[src/rtl/flash_guard_pkg.sv]
// Package: shared command codes and region classes for the modify guard.
// Assumes a 3-bit command code; only write-page and erase-page are checked.
package flash_guard_pkg;

    typedef enum logic [2:0] {
        OP_WRITE_PAGE = 3'b001,
        OP_ERASE_PAGE = 3'b010
    } guard_op_e;

    typedef enum logic [3:0] {
        RC_BOOT_SEC,
        RC_BOOT_NS,
        RC_APP_SEC,
        RC_APP_NS,
        RC_DATA_SEC,
        RC_DATA_NS,
        RC_USER_ROW,
        RC_CFG_ROW,
        RC_UNMAPPED
    } region_cls_e;

    localparam int UNLOCK_BITS = 3;
    localparam int UL_BOOT     = 0;
    localparam int UL_APP      = 1;
    localparam int UL_DATA     = 2;

endpackage

[src/rtl/flash_region_decode.sv]
// Region decoder: maps a byte address onto a region class.
// Assumes that each secure part sits at the low end of its region and that
// callable parts are covered by the secure part.
module flash_region_decode
    import flash_guard_pkg::*;
#(
    parameter int ADDR_W        = 24,
    parameter int ROW_BYTES     = 256,
    parameter int FLASH_ROWS    = 256,
    parameter int BOOT_ROWS     = 32,
    parameter int BOOT_SEC_ROWS = 8,
    parameter int APP_SEC_ROWS  = 64,
    parameter int DATA_BASE     = 'h40_0000,
    parameter int DATA_ROWS     = 8,
    parameter int DATA_SEC_ROWS = 2,
    parameter int UROW_BASE     = 'h80_4000,
    parameter int CROW_BASE     = 'h80_C000
) (
    input  logic [ADDR_W-1:0] addr,
    output region_cls_e       cls
);
    localparam logic [ADDR_W-1:0] BootSecEnd = ADDR_W'(BOOT_SEC_ROWS * ROW_BYTES);
    localparam logic [ADDR_W-1:0] BootEnd    = ADDR_W'(BOOT_ROWS * ROW_BYTES);
    localparam logic [ADDR_W-1:0] AppSecEnd  = ADDR_W'((BOOT_ROWS + APP_SEC_ROWS) * ROW_BYTES);
    localparam logic [ADDR_W-1:0] FlashEnd   = ADDR_W'(FLASH_ROWS * ROW_BYTES);
    localparam logic [ADDR_W-1:0] DataLo     = ADDR_W'(DATA_BASE);
    localparam logic [ADDR_W-1:0] DataSecEnd = ADDR_W'(DATA_BASE + DATA_SEC_ROWS * ROW_BYTES);
    localparam logic [ADDR_W-1:0] DataEnd    = ADDR_W'(DATA_BASE + DATA_ROWS * ROW_BYTES);
    localparam logic [ADDR_W-1:0] UrowLo     = ADDR_W'(UROW_BASE);
    localparam logic [ADDR_W-1:0] UrowEnd    = ADDR_W'(UROW_BASE + ROW_BYTES);
    localparam logic [ADDR_W-1:0] CrowLo     = ADDR_W'(CROW_BASE);
    localparam logic [ADDR_W-1:0] CrowEnd    = ADDR_W'(CROW_BASE + ROW_BYTES);

    // Purpose: classify the address by range compares, lowest region first.
    always_comb begin
        cls = RC_UNMAPPED;
        if (addr < BootSecEnd)                         cls = RC_BOOT_SEC;
        else if (addr < BootEnd)                       cls = RC_BOOT_NS;
        else if (addr < AppSecEnd)                     cls = RC_APP_SEC;
        else if (addr < FlashEnd)                      cls = RC_APP_NS;
        else if (addr >= DataLo && addr < DataSecEnd)  cls = RC_DATA_SEC;
        else if (addr >= DataSecEnd && addr < DataEnd) cls = RC_DATA_NS;
        else if (addr >= UrowLo && addr < UrowEnd)     cls = RC_USER_ROW;
        else if (addr >= CrowLo && addr < CrowEnd)     cls = RC_CFG_ROW;
    end

endmodule

[src/rtl/flash_modify_policy.sv]
// Permission policy: combines region class, issuer security and unlock bits
// into a grant decision. Purely combinational; non-modify codes always pass.
module flash_modify_policy
    import flash_guard_pkg::*;
(
    input  logic [2:0]             op,
    input  region_cls_e            cls,
    input  logic                   secure,
    input  logic [UNLOCK_BITS-1:0] sec_ul,
    input  logic [UNLOCK_BITS-1:0] ns_ul,
    input  logic                   urow_wen,
    input  logic                   crow_wen,
    output logic                   allow
);
    logic is_modify;

    // Purpose: detect the two command codes that need a lock check.
    always_comb begin
        is_modify = (op == OP_WRITE_PAGE) || (op == OP_ERASE_PAGE);
    end

    // Purpose: per-class permission table.
    always_comb begin
        if (!is_modify) begin
            allow = 1'b1;
        end else begin
            unique case (cls)
                RC_BOOT_SEC: allow = secure & sec_ul[UL_BOOT];
                RC_BOOT_NS:  allow = ns_ul[UL_BOOT];
                RC_APP_SEC:  allow = secure & sec_ul[UL_APP];
                RC_APP_NS:   allow = ns_ul[UL_APP];
                RC_DATA_SEC: allow = secure & sec_ul[UL_DATA];
                RC_DATA_NS:  allow = ns_ul[UL_DATA];
                RC_USER_ROW: allow = secure & urow_wen;
                RC_CFG_ROW:  allow = secure & crow_wen;
                default:     allow = 1'b0;
            endcase
        end
    end

endmodule

[src/rtl/flash_unlock_regs.sv]
// Unlock register bank: while reset is held, each bank follows its
// configuration default; outside reset it holds its value.
module flash_unlock_regs #(
    parameter int BANKS = 2,
    parameter int WIDTH = 3
) (
    input  logic                        clk,
    input  logic                        rst_n,
    input  logic [BANKS-1:0][WIDTH-1:0] dflt,
    output logic [BANKS-1:0][WIDTH-1:0] q
);
    for (genvar b = 0; b < BANKS; b++) begin : g_bank
        // Purpose: capture the default of bank b during reset, hold afterwards.
        always_ff @(posedge clk) begin
            if (!rst_n) q[b] <= dflt[b];
        end
    end

endmodule

[src/rtl/flash_modify_guard.sv]
// Top: registers the grant/reject decision for each command and keeps the
// sticky lock-error flag. Assumes one command per cycle at most and that
// the configuration defaults are stable while reset is held.
module flash_modify_guard
    import flash_guard_pkg::*;
#(
    parameter int ADDR_W        = 24,
    parameter int ROW_BYTES     = 256,
    parameter int FLASH_ROWS    = 256,
    parameter int BOOT_ROWS     = 32,
    parameter int BOOT_SEC_ROWS = 8,
    parameter int APP_SEC_ROWS  = 64,
    parameter int DATA_BASE     = 'h40_0000,
    parameter int DATA_ROWS     = 8,
    parameter int DATA_SEC_ROWS = 2,
    parameter int UROW_BASE     = 'h80_4000,
    parameter int CROW_BASE     = 'h80_C000
) (
    input  logic              clk,
    input  logic              rst_n,
    input  logic              cmd_valid,
    input  logic [2:0]        cmd_op,
    input  logic [ADDR_W-1:0] cmd_addr,
    input  logic              cmd_secure,
    input  logic [2:0]        cfg_sec_unlock,
    input  logic [2:0]        cfg_ns_unlock,
    input  logic              urow_wr_en,
    input  logic              crow_wr_en,
    input  logic              err_clr,
    output logic              cmd_start,
    output logic              cmd_reject,
    output logic              lock_err
);
    region_cls_e                        cls;
    logic                               allow;
    logic [1:0][UNLOCK_BITS-1:0]        ul_dflt;
    logic [1:0][UNLOCK_BITS-1:0]        ul_q;
    logic [UNLOCK_BITS-1:0]             sec_ul_q;
    logic [UNLOCK_BITS-1:0]             ns_ul_q;
    logic                               deny;

    // Purpose: pack the configuration defaults and unpack the held banks.
    always_comb begin
        ul_dflt[0] = cfg_sec_unlock;
        ul_dflt[1] = cfg_ns_unlock;
        sec_ul_q   = ul_q[0];
        ns_ul_q    = ul_q[1];
        deny       = cmd_valid & ~allow;
    end

    flash_unlock_regs #(.BANKS(2), .WIDTH(UNLOCK_BITS)) u_unlock (
        .clk   (clk),
        .rst_n (rst_n),
        .dflt  (ul_dflt),
        .q     (ul_q)
    );

    flash_region_decode #(
        .ADDR_W(ADDR_W), .ROW_BYTES(ROW_BYTES), .FLASH_ROWS(FLASH_ROWS),
        .BOOT_ROWS(BOOT_ROWS), .BOOT_SEC_ROWS(BOOT_SEC_ROWS),
        .APP_SEC_ROWS(APP_SEC_ROWS), .DATA_BASE(DATA_BASE),
        .DATA_ROWS(DATA_ROWS), .DATA_SEC_ROWS(DATA_SEC_ROWS),
        .UROW_BASE(UROW_BASE), .CROW_BASE(CROW_BASE)
    ) u_decode (
        .addr (cmd_addr),
        .cls  (cls)
    );

    flash_modify_policy u_policy (
        .op       (cmd_op),
        .cls      (cls),
        .secure   (cmd_secure),
        .sec_ul   (sec_ul_q),
        .ns_ul    (ns_ul_q),
        .urow_wen (urow_wr_en),
        .crow_wen (crow_wr_en),
        .allow    (allow)
    );

    // Purpose: one-cycle decision pulses and the set-over-clear error flag.
    always_ff @(posedge clk) begin
        if (!rst_n) begin
            cmd_start  <= 1'b0;
            cmd_reject <= 1'b0;
            lock_err   <= 1'b0;
        end else begin
            cmd_start  <= cmd_valid & allow;
            cmd_reject <= deny;
            lock_err   <= (lock_err & ~err_clr) | deny;
        end
    end

endmodule

[config.mk]
export PLATFORM = sky130hd
export DESIGN_NAME = flash_modify_guard
export DESIGN_NICKNAME = d
export VERILOG_FILES = /design/src/rtl/flash_guard_pkg.sv /design/src/rtl/flash_region_decode.sv /design/src/rtl/flash_modify_policy.sv /design/src/rtl/flash_unlock_regs.sv /design/src/rtl/flash_modify_guard.sv
export SDC_FILE = /design/constraint.sdc
export NUM_CORES = 1
export LEC_CHECK = 0
export CAP_MARGIN = 15
export CORE_MARGIN = 4
export CORE_UTILIZATION = 32
export DETAILED_ROUTE_END_ITERATION = 8
export GPL_TIMING_DRIVEN = 0
export PLACE_DENSITY = 0.76
export SYNTH_ARGS = -nofsm -noshare
export SYNTH_HDL_FRONTEND = slang
export SYNTH_HIERARCHICAL = 1
export SYNTH_SLANG_ARGS = --single-unit
[constraint.sdc]
create_clock -name clk -period 3.2 [get_ports clk]
set_input_delay 0.32 -clock clk [delete_from_list [all_inputs] [get_ports clk]]
set_output_delay 0.32 -clock clk [all_outputs]
set_load 0.02 [all_outputs]
**Word-level counts from Yosys, hierarchy flattened**

Index checks and enable logic that the tools add are counted.

- Bits in writable memories: 0
- Bits in latches: 0
- Bits in read-only memories: 0
- Word-level logic and storage cells: 53
- Input bits: 40
- Output and inout port bits: 3
- Register bits after elaboration: 9
- Memories: 0

- Bitwise logic cells: 11
- Divide/modulo/power cells: 0
- Add/sub/neg operators: 0
- Reduce and logical (&&, ||, !) cells: 6
- Multiplexer cells: 10
- $mul: 0
- Shifts and indexed selects: 0
- Equality and inequality tests: 9
- $lt $le $gt $ge: 12

Operators with widths:

| cell | number |
|---|---|
| >= comparator 24 x 23 -> 1 bit, second input constant | 2 |
| >= comparator 24 bit, second input constant | 2 |
| < comparator 24 x 23 -> 1 bit, second input constant | 2 |
| < comparator 24 bit, second input constant | 2 |
| two-way mux 4 bit | 8 |
| < comparator 24 x 12 -> 1 bit, second input constant | 1 |
| < comparator 24 x 14 -> 1 bit, second input constant | 1 |
| < comparator 24 x 15 -> 1 bit, second input constant | 1 |
| < comparator 24 x 17 -> 1 bit, second input constant | 1 |
| == test 4 x 3 -> 1 bit, second input constant | 4 |
| bitwise AND 1 bit | 8 |
| == test 4 x 2 -> 1 bit, second input constant | 2 |
| one-hot mux 1 bit (8 select lines) | 1 |
| == test 4 x 1 -> 1 bit, second input constant | 1 |
| logical AND 1 bit | 4 |
| zero test 4 bit | 1 |
| == test 3 x 1 -> 1 bit, second input constant | 1 |
| == test 3 x 2 -> 1 bit, second input constant | 1 |
| NOT 1 bit | 2 |
| logical OR 1 bit | 1 |
| two-way mux 1 bit | 1 |
| bitwise OR 1 bit | 1 |

**Longest topological paths before layout**

Gate-level depths: netlist of run 1.

- Word-level depth: 16
- Depth in mapped cells: 10
- Gate-level depth less buffers: 10

**Cells and area by module**

Netlist of run 1, hierarchy kept.

By module, submodules not included:

| module | area an instance (um2) | instances | cells each |
|---|---|---|---|
| flash_unlock_regs | 183.9 | 1 | 7 |
| flash_region_decode | 171.4 | 1 | 20 |
| flash_modify_policy | 108.9 | 1 | 15 |
| flash_modify_guard | 95.1 | 1 | 9 |

**Worst setup path after synthesis of run 1**

Ideal clock, no wire load.

- Kind: input to register
- From: input port cmd_addr[18]
- To: register lock_err
- Data arrival time: 2,530 ps
- Required time: 3,130 ps
- Path slack: 600 ps
- Stages: 9
- Buffers on the path: 0
- Path through: or4_4 nor4_4 nor2_1 a21oi_1 mux2_2 a211oi_1 o21ai_1 nand2b_1 a21boi_1

- Longest elaborated chain between the ends: 16
- Elaborated cells on any way between the ends: 37
- Classes of those cells: 12 x order compare; 7 x eq/ne; 10 x mux; 3 x bitwise; 5 x reduce/logical

RTL lines:

| element | RTL line | RTL |
|---|---|---|
| start: declaration | flash_modify_guard.sv:23 | `input logic [ADDR_W-1:0] cmd_addr,` |
| >= comparator 24 bit / < comparator 24 bit (equally long branches) | flash_region_decode.sv:44 | `else if (addr >= CrowLo && addr < CrowEnd) cls = RC_CFG_ROW;` |
| logical AND 1 bit | flash_region_decode.sv:44 |  |
| two-way mux 4 bit | flash_region_decode.sv:44 |  |
| two-way mux 4 bit | flash_region_decode.sv:43 | `else if (addr >= UrowLo && addr < UrowEnd) cls = RC_USER_ROW;` |
| two-way mux 4 bit | flash_region_decode.sv:42 | `else if (addr >= DataSecEnd && addr < DataEnd) cls = RC_DATA_NS;` |
| two-way mux 4 bit | flash_region_decode.sv:41 | `else if (addr >= DataLo && addr < DataSecEnd) cls = RC_DATA_SEC;` |
| two-way mux 4 bit | flash_region_decode.sv:40 | `else if (addr < FlashEnd) cls = RC_APP_NS;` |
| two-way mux 4 bit | flash_region_decode.sv:39 | `else if (addr < AppSecEnd) cls = RC_APP_SEC;` |
| [... 2 more ...] | n/a |  |
| named net cls[1] | flash_modify_guard.sv:34 | `region_cls_e cls;` |
| == test 4 x 3 -> 1 bit, or another cell as far along | flash_modify_policy.sv:27 | `unique case (cls)` |
| one-hot mux 1 bit (8 select lines) * | flash_modify_policy.sv:27 |  |
| two-way mux 1 bit * | flash_modify_policy.sv:24 | `if (!is_modify) begin` |
| named net allow | flash_modify_guard.sv:35 | `logic allow;` |
| NOT 1 bit * | flash_modify_guard.sv:48 | `deny = cmd_valid & ~allow;` |
| bitwise AND 1 bit * | flash_modify_guard.sv:48 |  |
| bitwise OR 1 bit * | flash_modify_guard.sv:89 | `lock_err <= (lock_err & ~err_clr) \| deny;` |
| end signal: assignment | flash_modify_guard.sv:89 |  |
| end: declaration | flash_modify_guard.sv:32 | `output logic lock_err` |

The timed path passes the listed nets; every way through them passes the cells marked *.
A chain may end at the register's enable or synchronous reset.

**Final worst setup path of run 1**

Same ends and word-level chain as after synthesis.

==> results of run 1 <==
-- worst max-delay path by stage --
stage / endpoint / slack (ns) / cells past startpoint
finish: lock_err$_SDFF_PN0_ / 0.20 / 10
global route: lock_err$_SDFF_PN0_ / 0.001 / 10
CTS: lock_err$_SDFF_PN0_ / 0.19 / 10
detailed placement: lock_err$_SDFF_PN0_ / -0.09 / 10
global placement: lock_err$_SDFF_PN0_ / -0.05 / 10
floorplan: lock_err$_SDFF_PN0_ / 0.60 / 9
-- worst max-delay path, cell delays in order --
cell and delay, ns:
clkdlybuf4s50_1 0.40, or4_4 0.58, nor4_4 0.36, nor2_1 0.07, a21oi_1 0.39, mux2_2 0.39, a211oi_1 0.24, o21ai_1 0.14
nand2b_1 0.16, a21boi_1 0.13
-- flip-flops by register name, indices dropped and copies added (netlist names) --
signal	flops
u_unlock/q	6
cmd_start	1
cmd_reject	1
lock_err	1
-- cells by family (layout without fill, tap and decap cells) --
| group | Yosys count | in the layout | share of synthesized area [%] |
|---|---|---|---|
| flip-flops | 9 | 9 | 43.0 |
| AO/OA/AOI/OAI | 11 | 11 | 14.3 |
| multiplexers | 3 | 3 | 5.59 |
| XOR/XNOR | 2 | 2 | 3.13 |
| buffers and inverters | 3 | 41 | 2.01 |
| AND/OR/NAND/NOR | 23 | 23 | 32.0 |
-- power by group through the flow --
stage,registers [mW],clock network [mW],logic (mW)
floorplan,0.139,0,0.0160
global placement,0.137,0,0.0652
detailed placement,0.137,0,0.0661
CTS,0.135,0.0865,0.0666
global route,0.136,0.0905,0.0704
finish,0.135,0.0835,0.0660
-- routing by layer --
| layer | track usage (%) | share of wire, % | vias up |
|---|---|---|---|
| li1 | - | - | 279 |
| met1 | 9.06 | 36 | 237 |
| met2 | 22.5 | 53 | 24 |
| met3 | 3.61 | 11 | 0 |
| met4 | 5.53 | 0 | 0 |
| met5 | 0 | 0 | - |
-- cell type report --
type,count,area [sq um],share of cell area [%]
Clock buffer,4,26.3,2.78
Inverter,3,11.3,1.19
Multi-Input combinational cell,39,308,32.5
Sequential cell,9,240,25.4
Tap cell,16,20.0,2.12
Timing Repair Buffer,34,340,36.0
-- layout by cell type, fill, tap and decap left out, types with 2 or more instances in the layout --
cell type,instances
dfxtp_1,3
nor2_1,5
clkdlybuf4s50_1,34
clkbuf_4,3
or4_1,2
nor3_1,3
inv_1,3
nand2b_1,3
edfxtp_1,6
a21oi_1,2
mux2i_1,2
-- per-stage QoR --
stage	instances	setup TNS (ns)	util (%)	instance area (sq um)
floorplan	51	0	-	559
global placement	101	-0.0491	58.3	920
detailed placement	101	-0.127	58.3	920
CTS	105	0	60.0	946
global route	105	0	60.0	946
finish	105	0	60.0	946
==> metrics, run 1 <==
hold path cells=2; antenna-violating nets left=0; actual slew at the worst max-slew pin=0.470 ns; P&R area growth vs syn=69.1%; DRC violations left=0; Max Cap Viol=0; Slew HR=68.7%; worst min path class=register to register; Clock Sinks=9; Hold Path End=lock_err$_SDFF_PN0_; Async SR Flop Fraction=0%; worst-path maximum fanout=5; Starting Density=35.5%; top-count cell post-synth=edfxtp_1; core footprint=1580 sq um; Net Sw Frac=20.6%; Seq cells post-synth=9; antenna violations before repair=0; Synth area leaders=edfxtp_1 32%, dfxtp_1 11%, nor4_4 3.8%; final hold vios=0; CTS resizes=0; Placement Setup Slack=-0.0857 ns; Worst setup SP type=input pin; Synth Instances=51; net count after synthesis=91; Worst Path Required=3.39 ns; Unique masters post-synth=31; RR Endpoint=lock_err$_SDFF_PN0_; # IOs=43; WL/cell=12.7 microns; final setup vio count=0; row count=14; post-synth top area share=32.2%; via count=540; layout cells sized above 1=14.6%; Fillers=152; DP HPWL=1150 microns; Max VDD drop=0.000203 V; postcts setup bufs=0; number of synthesized flops with an enable pin=6; Post-Route WL=1330 microns; cell taking the most area after synthesis=edfxtp_1; min Tclk post-route=3.00 ns; CTS H-tree lvls=1; largest net degree at the start of global routing=7; CTS buffer count=3; NetSw=0.0584 mW; Syn Area/Cell=11.0 sq um; clk_lat worst skew=0.25 ns; vias in the first global route=559; DR pass1 iterations=1; Post-Syn Area=559 sq um; TritonCTS clock tree=yes; die width=49.8 microns; Worst R2R Start=u_unlock/q[4]$_DFFE_PN_; Root Buffer=clkbuf_4; fin nets=130; max-slew violations=0; total gr overflow=0; Tcrit/Tclk final=93.8%; outcome=completed; Final WS setup=0.199 ns; ys flop type=edfxtp_1; Ys Warns=6; Max Clock Skew=0.00643 ns; CP Class=input pin to register; Int Power=0.226 mW; IO buf count=34; gpl congestion=0.684; Post-synth top cells=6 x edfxtp_1, 5 x nor2_1; GRT Util Overall=11.0%; first-pass GRT wire length=2160 microns; DRT iter0 DRCs=0; clock tree buffer depth=2; Setup crit end kind=register; Crit path arrival time=3.19 ns; Comb pwr share=23.2%; flop2flop setup slack=1.84 ns; routed vias/inst=5.14; Setup crit start=cmd_addr[18]; hold_ws=0.477 ns; total power=0.284 mW; clock network power share=29.4%; Die H=49.8 microns; sequential fraction of the synthesis area=43.0%; top achievable clock speed=0.333 GHz; diode count=0; Register-to-Register Path Depth=5; cts hold-fix bufs=0; Leak=0.335 nW; Clk pin slew, worst setup/hold paths=0.06 ns; DIE AREA=2480 sq um; RSZ-0062 raised after global routing=false; Hold Crit Start=lock_err$_SDFF_PN0_; sequential fraction of design power=47.4%; PD cells=300 nW/um^2
Power figures use the tool's default switching activity.
==> run 2: changes to the inputs <==
--- a/config.mk
+++ b/config.mk
@@ -6,11 +6,14 @@
 export NUM_CORES = 1
 export LEC_CHECK = 0
 export CAP_MARGIN = 15
+export CELL_PAD_IN_SITES_DETAIL_PLACEMENT = 1
+export CELL_PAD_IN_SITES_GLOBAL_PLACEMENT = 1
+export CORE_ASPECT_RATIO = 1.4
 export CORE_MARGIN = 4
-export CORE_UTILIZATION = 32
+export CORE_UTILIZATION = 22
 export DETAILED_ROUTE_END_ITERATION = 8
 export GPL_TIMING_DRIVEN = 0
-export PLACE_DENSITY = 0.76
+export PLACE_DENSITY = 0.75
 export SYNTH_ARGS = -nofsm -noshare
 export SYNTH_HDL_FRONTEND = slang
 export SYNTH_HIERARCHICAL = 1
==> metrics, run 2 (synthesis gave the netlist of run 1 again) <==
P&R area growth vs syn=74.0%; Leak=0.337 nW (+0.65%); Non-Filler Instances=123 (+17%); uppermost routed layer=met4; Final WS setup=0.304 ns (+0.105 ns); diode count=0 (unchanged); Clock Sinks=9 (unchanged); TritonCTS clock tree=yes; Crit path arrival time=3.08 ns (-0.11 ns); first-pass GRT wire length=2530 microns (+17%); fin util=40.3% (-20 points); sequential fraction of design power=47.2% (-0.2 points); Comb pwr share=23.4% (+0.2 points); max reg flops=6 (unchanged); DRC violations left=0 (unchanged); min Tclk post-route=2.90 ns (-0.105 ns); Clk pin slew, worst setup/hold paths=0.06 ns (about the same); largest net degree at the start of global routing=7 (unchanged); CP Class=input pin to register; DP HPWL=1260 microns (+9.7%); WL/cell=11.5 microns (-9.8%); dpl cells=119 (+18%); top achievable clock speed=0.345 GHz (+3.6%); Max Clock Skew=0.00166 ns (-0.00477 ns); max-slew violations=0 (unchanged); total power=0.285 mW (+0.27%); via count=564 (+4.4%); core footprint=2420 sq um (+53%); clock network power share=29.4% (about the same); Placement Setup Slack=-0.150 ns (-0.0646 ns); FF+latch area=240 sq um (unchanged); layout cells sized above 1=16.9% (+2.2 points); Starting Density=23.1% (-12 points); NetSw=0.0611 mW (+4.5%); commonest cells after routing, fill and taps aside=34 x clkdlybuf4s50_1, 6 x edfxtp_1, 5 x nor2_1; metal3 WL=118 microns (-16%); worst min path class=register to register; Root Buffer=clkbuf_4; Slew HR=68.7% (+0.080 points); PD cells=293 nW/um^2 (-2.6%); worst-path maximum fanout=5 (unchanged); routed vias/inst=4.59 (-11%); GRT Util Overall=9.68% (-1.4 points); most common cell after layout, fill and taps aside=clkdlybuf4s50_1; # IOs=43 (unchanged); cts hold-fix bufs=0 (unchanged); Die H=67.7 microns (+36%); gpl congestion=0.725 (+5.9%); Tcrit/Tclk final=90.5% (-3.3 points); die width=50.6 microns (+1.6%); CTS H-tree lvls=1 (unchanged); DRT iter0 DRCs=9 (+9); RSZ-0062 raised after global routing=false; clock tree buffer depth=2 (unchanged); Worst setup SP type=input pin; Setup crit end kind=register; M1 WL=443 microns (-8.8%); Post-Route WL=1410 microns (+5.7%); Max Cap Viol=0 (unchanged); Max VDD drop=0.000169 V (-17%); outcome=completed; row count=21 (+7); actual slew at the worst max-slew pin=0.465 ns (-0.00478 ns); CTS buffer count=3 (unchanged); clk_lat worst skew=0.25 ns (about the same); vias in the first global route=667 (+19%); Multi-input gate area=312 sq um (+1.2%); final setup vio count=0 (unchanged); total gr overflow=0 (unchanged); IO buf count=34 (unchanged); DR pass1 iterations=2 (+1); antenna violations before repair=0 (unchanged); Worst Path Required=3.39 ns (about the same); final hold vios=0 (unchanged); met2 WL=838 microns (+19%); Int Power=0.224 mW (-0.84%); Fillers=283 (+86%); antenna-violating nets left=0 (unchanged); Net Sw Frac=21.5% (+0.88 points); Biggest register=u_unlock/q; fin nets=130 (unchanged); DIE AREA=3420 sq um (+38%)
run 2: cell types whose count changed in the layout (fill, tap and decap cells not counted), sizes merged:
cell,before,now
clkbuf,4,3
clkinv,0,1
run 2: final cells by class:
| cell class | instances | area share (%) |
|---|---|---|
| Clock buffer | 3 | 2.31 |
| Clock inverter | 1 | 0.514 |
| Inverter | 3 | 1.16 |
| Multi-Input combinational cell | 39 | 32.0 |
| Sequential cell | 9 | 24.7 |
| Tap cell | 34 | 4.37 |
| Timing Repair Buffer | 34 | 35.0 |
run 2: worst paths after layout:
check	start	endpoint	slack, ns	cells after the start
max reg2reg	u_unlock/q[3]$_DFFE_PN_	lock_err$_SDFF_PN0_	1.79	5
max	cmd_addr[18]	lock_err$_SDFF_PN0_	0.30	10
min reg2reg	lock_err$_SDFF_PN0_	lock_err$_SDFF_PN0_	0.48	2
min	lock_err$_SDFF_PN0_	lock_err$_SDFF_PN0_	0.48	2
run 2: routing by layer:
layer	up-vias	GRT usage, %
li1	276	-
met1	265	6.96
met3	2	2.87
met4	0	5.05
met2	21	21.2
met5	-	0
run 2: power groups by stage:
stage	Combinational (mW)	Sequential [mW]	Clock, mW
final	0.0666	0.134	0.0838
after detailed placement	0.0668	0.137	0
after global placement	0.0655	0.137	0
after CTS	0.0673	0.135	0.0882
after global routing	0.0727	0.135	0.0973
after floorplan	0.0160	0.139	0
run 2: metrics by stage:
stage          hold WS, ns  setup TNS [ns]  area [sq um]
2_1_floorplan        0.419               0           559
3_3_place_gp         0.472          -0.135           942
3_5_place_dp         0.486          -0.269           942
4_1_cts              0.491               0           970
5_1_grt              0.519               0           973
6_report             0.479               0           973
run 2: timing repair:
action,CTS,global route
setup endpoints to repair,0,2
buffers inserted,0,0
resized for setup,0,1
run 2: worst max-delay path: stages:
cell and delay [ns]:
clkdlybuf4s50_1 0.40, or4_4 0.58, nor4_4 0.36, nor2_1 0.09, a21oi_2 0.25, mux2_2 0.38
a211oi_1 0.27, o21ai_1 0.16, nand2b_1 0.16, a21boi_1 0.12
==> run 3: changes to the inputs <==
--- a/config.mk
+++ b/config.mk
@@ -5,15 +5,16 @@
 export SDC_FILE = /design/constraint.sdc
 export NUM_CORES = 1
 export LEC_CHECK = 0
-export CAP_MARGIN = 15
+export CAP_MARGIN = 5
 export CELL_PAD_IN_SITES_DETAIL_PLACEMENT = 1
 export CELL_PAD_IN_SITES_GLOBAL_PLACEMENT = 1
 export CORE_ASPECT_RATIO = 1.4
 export CORE_MARGIN = 4
 export CORE_UTILIZATION = 22
 export DETAILED_ROUTE_END_ITERATION = 8
+export GPL_ROUTABILITY_DRIVEN = 1
 export GPL_TIMING_DRIVEN = 0
-export PLACE_DENSITY = 0.75
+export PLACE_DENSITY_LB_ADDON = 0.08
 export SYNTH_ARGS = -nofsm -noshare
 export SYNTH_HDL_FRONTEND = slang
 export SYNTH_HIERARCHICAL = 1
==> metrics, run 3 (synthesis gave the netlist of run 1 again) <==
Worst setup SP type=input pin; DRC violations left=0 (unchanged); DRT iter0 DRCs=6 (-3); clock tree buffer depth=2 (unchanged); Cell Area, Placed=942 sq um (unchanged); Setup TNS Final=0 ns (unchanged); Net Sw Frac=20.0% (-1.5 points); Register-to-Register Path Depth=6 (+1); Setup crit end kind=register; GRT Util Overall=9.63% (-0.051 points); P&R area growth vs syn=73.8%; die width=50.6 microns (unchanged); final hold vios=0 (unchanged); fin nets=130 (unchanged); Worst R2R Start=u_unlock/q[2]$_DFFE_PN_; outcome=completed; Max VDD drop=0.000177 V (+4.7%); Post-Route WL=1490 microns (+5.5%); # IOs=43 (unchanged); commonest cells after routing, fill and taps aside=34 x clkdlybuf4s50_1, 6 x edfxtp_1, 5 x nor2_1; Setup crit start=cmd_addr[18]; Worst Path Required=3.38 ns (about the same); dpl cells=119 (unchanged); Max Clock Skew=0.00416 ns (+0.00250 ns); min Tclk post-route=2.90 ns (+0.00505 ns); Slew HR=68.9% (+0.18 points); via count=545 (-3.4%); gpl congestion=0.687 (-5.2%); TritonCTS clock tree=yes; flop2flop setup slack=1.81 ns (+0.02 ns); max reg flops=6 (unchanged); diode count=0 (unchanged); PD cells=290 nW/um^2 (-0.92%); top achievable clock speed=0.345 GHz (-0.17%); worst-path maximum fanout=5 (unchanged); Die H=67.7 microns (unchanged); Root Buffer=clkbuf_4; antenna violations before repair=0 (unchanged); Leak=0.334 nW (-0.81%); sequential fraction of design power=47.7% (+0.5 points); final setup vio count=0 (unchanged); max-slew violations=0 (unchanged); first-pass GRT wire length=2590 microns (+2.5%); actual slew at the worst max-slew pin=0.463 ns (-0.00263 ns); DIE AREA=3420 sq um (unchanged); CTS buffer count=3 (unchanged); WL/cell=12.1 microns (+5.5%); most common cell after layout, fill and taps aside=clkdlybuf4s50_1; fin util=40.2% (-0.052 points); Clk pin slew, worst setup/hold paths=0.06 ns (about the same); antenna-violating nets left=0 (unchanged); IO buf count=34 (unchanged); worst stage delay on the critical path=0.58 ns (about the same); clock network power share=28.8% (-0.6 points); row count=21 (unchanged); Slowest cell on crit path=or4_4; Non-Filler Instances=123 (unchanged); DR pass1 iterations=3 (+1); Int Power=0.225 mW (+0.80%); Clock Sinks=9 (unchanged); Crit path arrival time=3.09 ns (about the same); DP HPWL=1330 microns (+5.4%); Fillers=292 (+3.2%); Hold Crit Start=lock_err$_SDFF_PN0_; RSZ-0062 raised after global routing=false; Max Cap Viol=0 (unchanged); Comb pwr share=23.5% (about the same); largest net degree at the start of global routing=7 (unchanged); Biggest register=u_unlock/q; layout cells sized above 1=15.7% (-1.1 points); NetSw=0.0563 mW (-7.8%); Starting Density=23.1% (unchanged); hold path cells=2 (unchanged); total gr overflow=0 (unchanged); crit-path cells=clkdlybuf4s50_1, or4_4, nor4_4, nor2_1, a21oi_2, mux2_2, a211oi_1, o21ai_1, nand2b_1, a21boi_1; CTS H-tree lvls=1 (unchanged); clk_lat worst skew=0.25 ns (about the same); routed vias/inst=4.43 (-3.4%); worst min path class=register to register; Tcrit/Tclk final=90.7% (+0.16 points); CP Class=input pin to register; post-route cell area=972 sq um (-0.13%); vias in the first global route=630 (-5.5%); core footprint=2420 sq um (unchanged)
==> run 3: cell count changes in the layout (fill, tap and decap cells not counted) <==
cell,delta
clkbuf_1,+1
clkinv_2,-1
==> run 3: power by group through the flow <==
stage                     sequential (mW)  clock [mW]  combinational (mW)
after floorplan                     0.139           0              0.0160
after global placement              0.137           0              0.0662
after detailed placement            0.137           0              0.0667
after CTS                           0.135      0.0870              0.0673
after global routing                0.136      0.0925              0.0714
final                               0.134      0.0812              0.0661
==> run 3: area by class of cell <==
cell class                      count  area [sq um]  share of cell area (%)
Timing Repair Buffer               34           340                    35.0
Multi-Input combinational cell     39           312                    32.0
Sequential cell                     9           240                    24.7
Tap cell                           34          42.5                    4.38
Clock buffer                        4          26.3                    2.70
Inverter                            3          11.3                    1.16
==> run 3: path summary, 6_finish.rpt <==
path                              end
hold reg to reg   lock_err$_SDFF_PN0_
setup reg to reg  lock_err$_SDFF_PN0_
setup / recovery  lock_err$_SDFF_PN0_
hold / removal    lock_err$_SDFF_PN0_
==> run 3: through the flow <==
step	total power [mW]	setup WS, ns	hold WS [ns]
after CTS	0.289	0.121	0.478
after detailed placement	0.204	-0.133	0.468
after global placement	0.203	-0.146	0.470
final	0.282	0.299	0.472
after global routing	0.300	0.106	0.516
after floorplan	0.155	0.600	0.419
==> run 3: timing repair <==
action | in CTS | in global routing
hold buffers | 0 | 0
setup buffers | 0 | 0
endpoints found under the setup margin | 0 | 2
gates resized for setup | 0 | 1
==> run 3: worst max-delay path: cells and delay by family <==
kind / cells / cell delay, ns
AO/OA/AOI/OAI: 4 / 0.79
buffers and inverters: 1 / 0.40
multiplexers: 1 / 0.37
AND/OR/NAND/NOR: 4 / 1.21
==> run 3: layer usage <==
metal	global-route usage, %	vias to the layer above	wire length (microns)
met5	0	-	0
met1	8.82	245	496
met3	1.99	0	129
li1	-	279	-
met2	19.9	21	861
met4	4.04	0	0
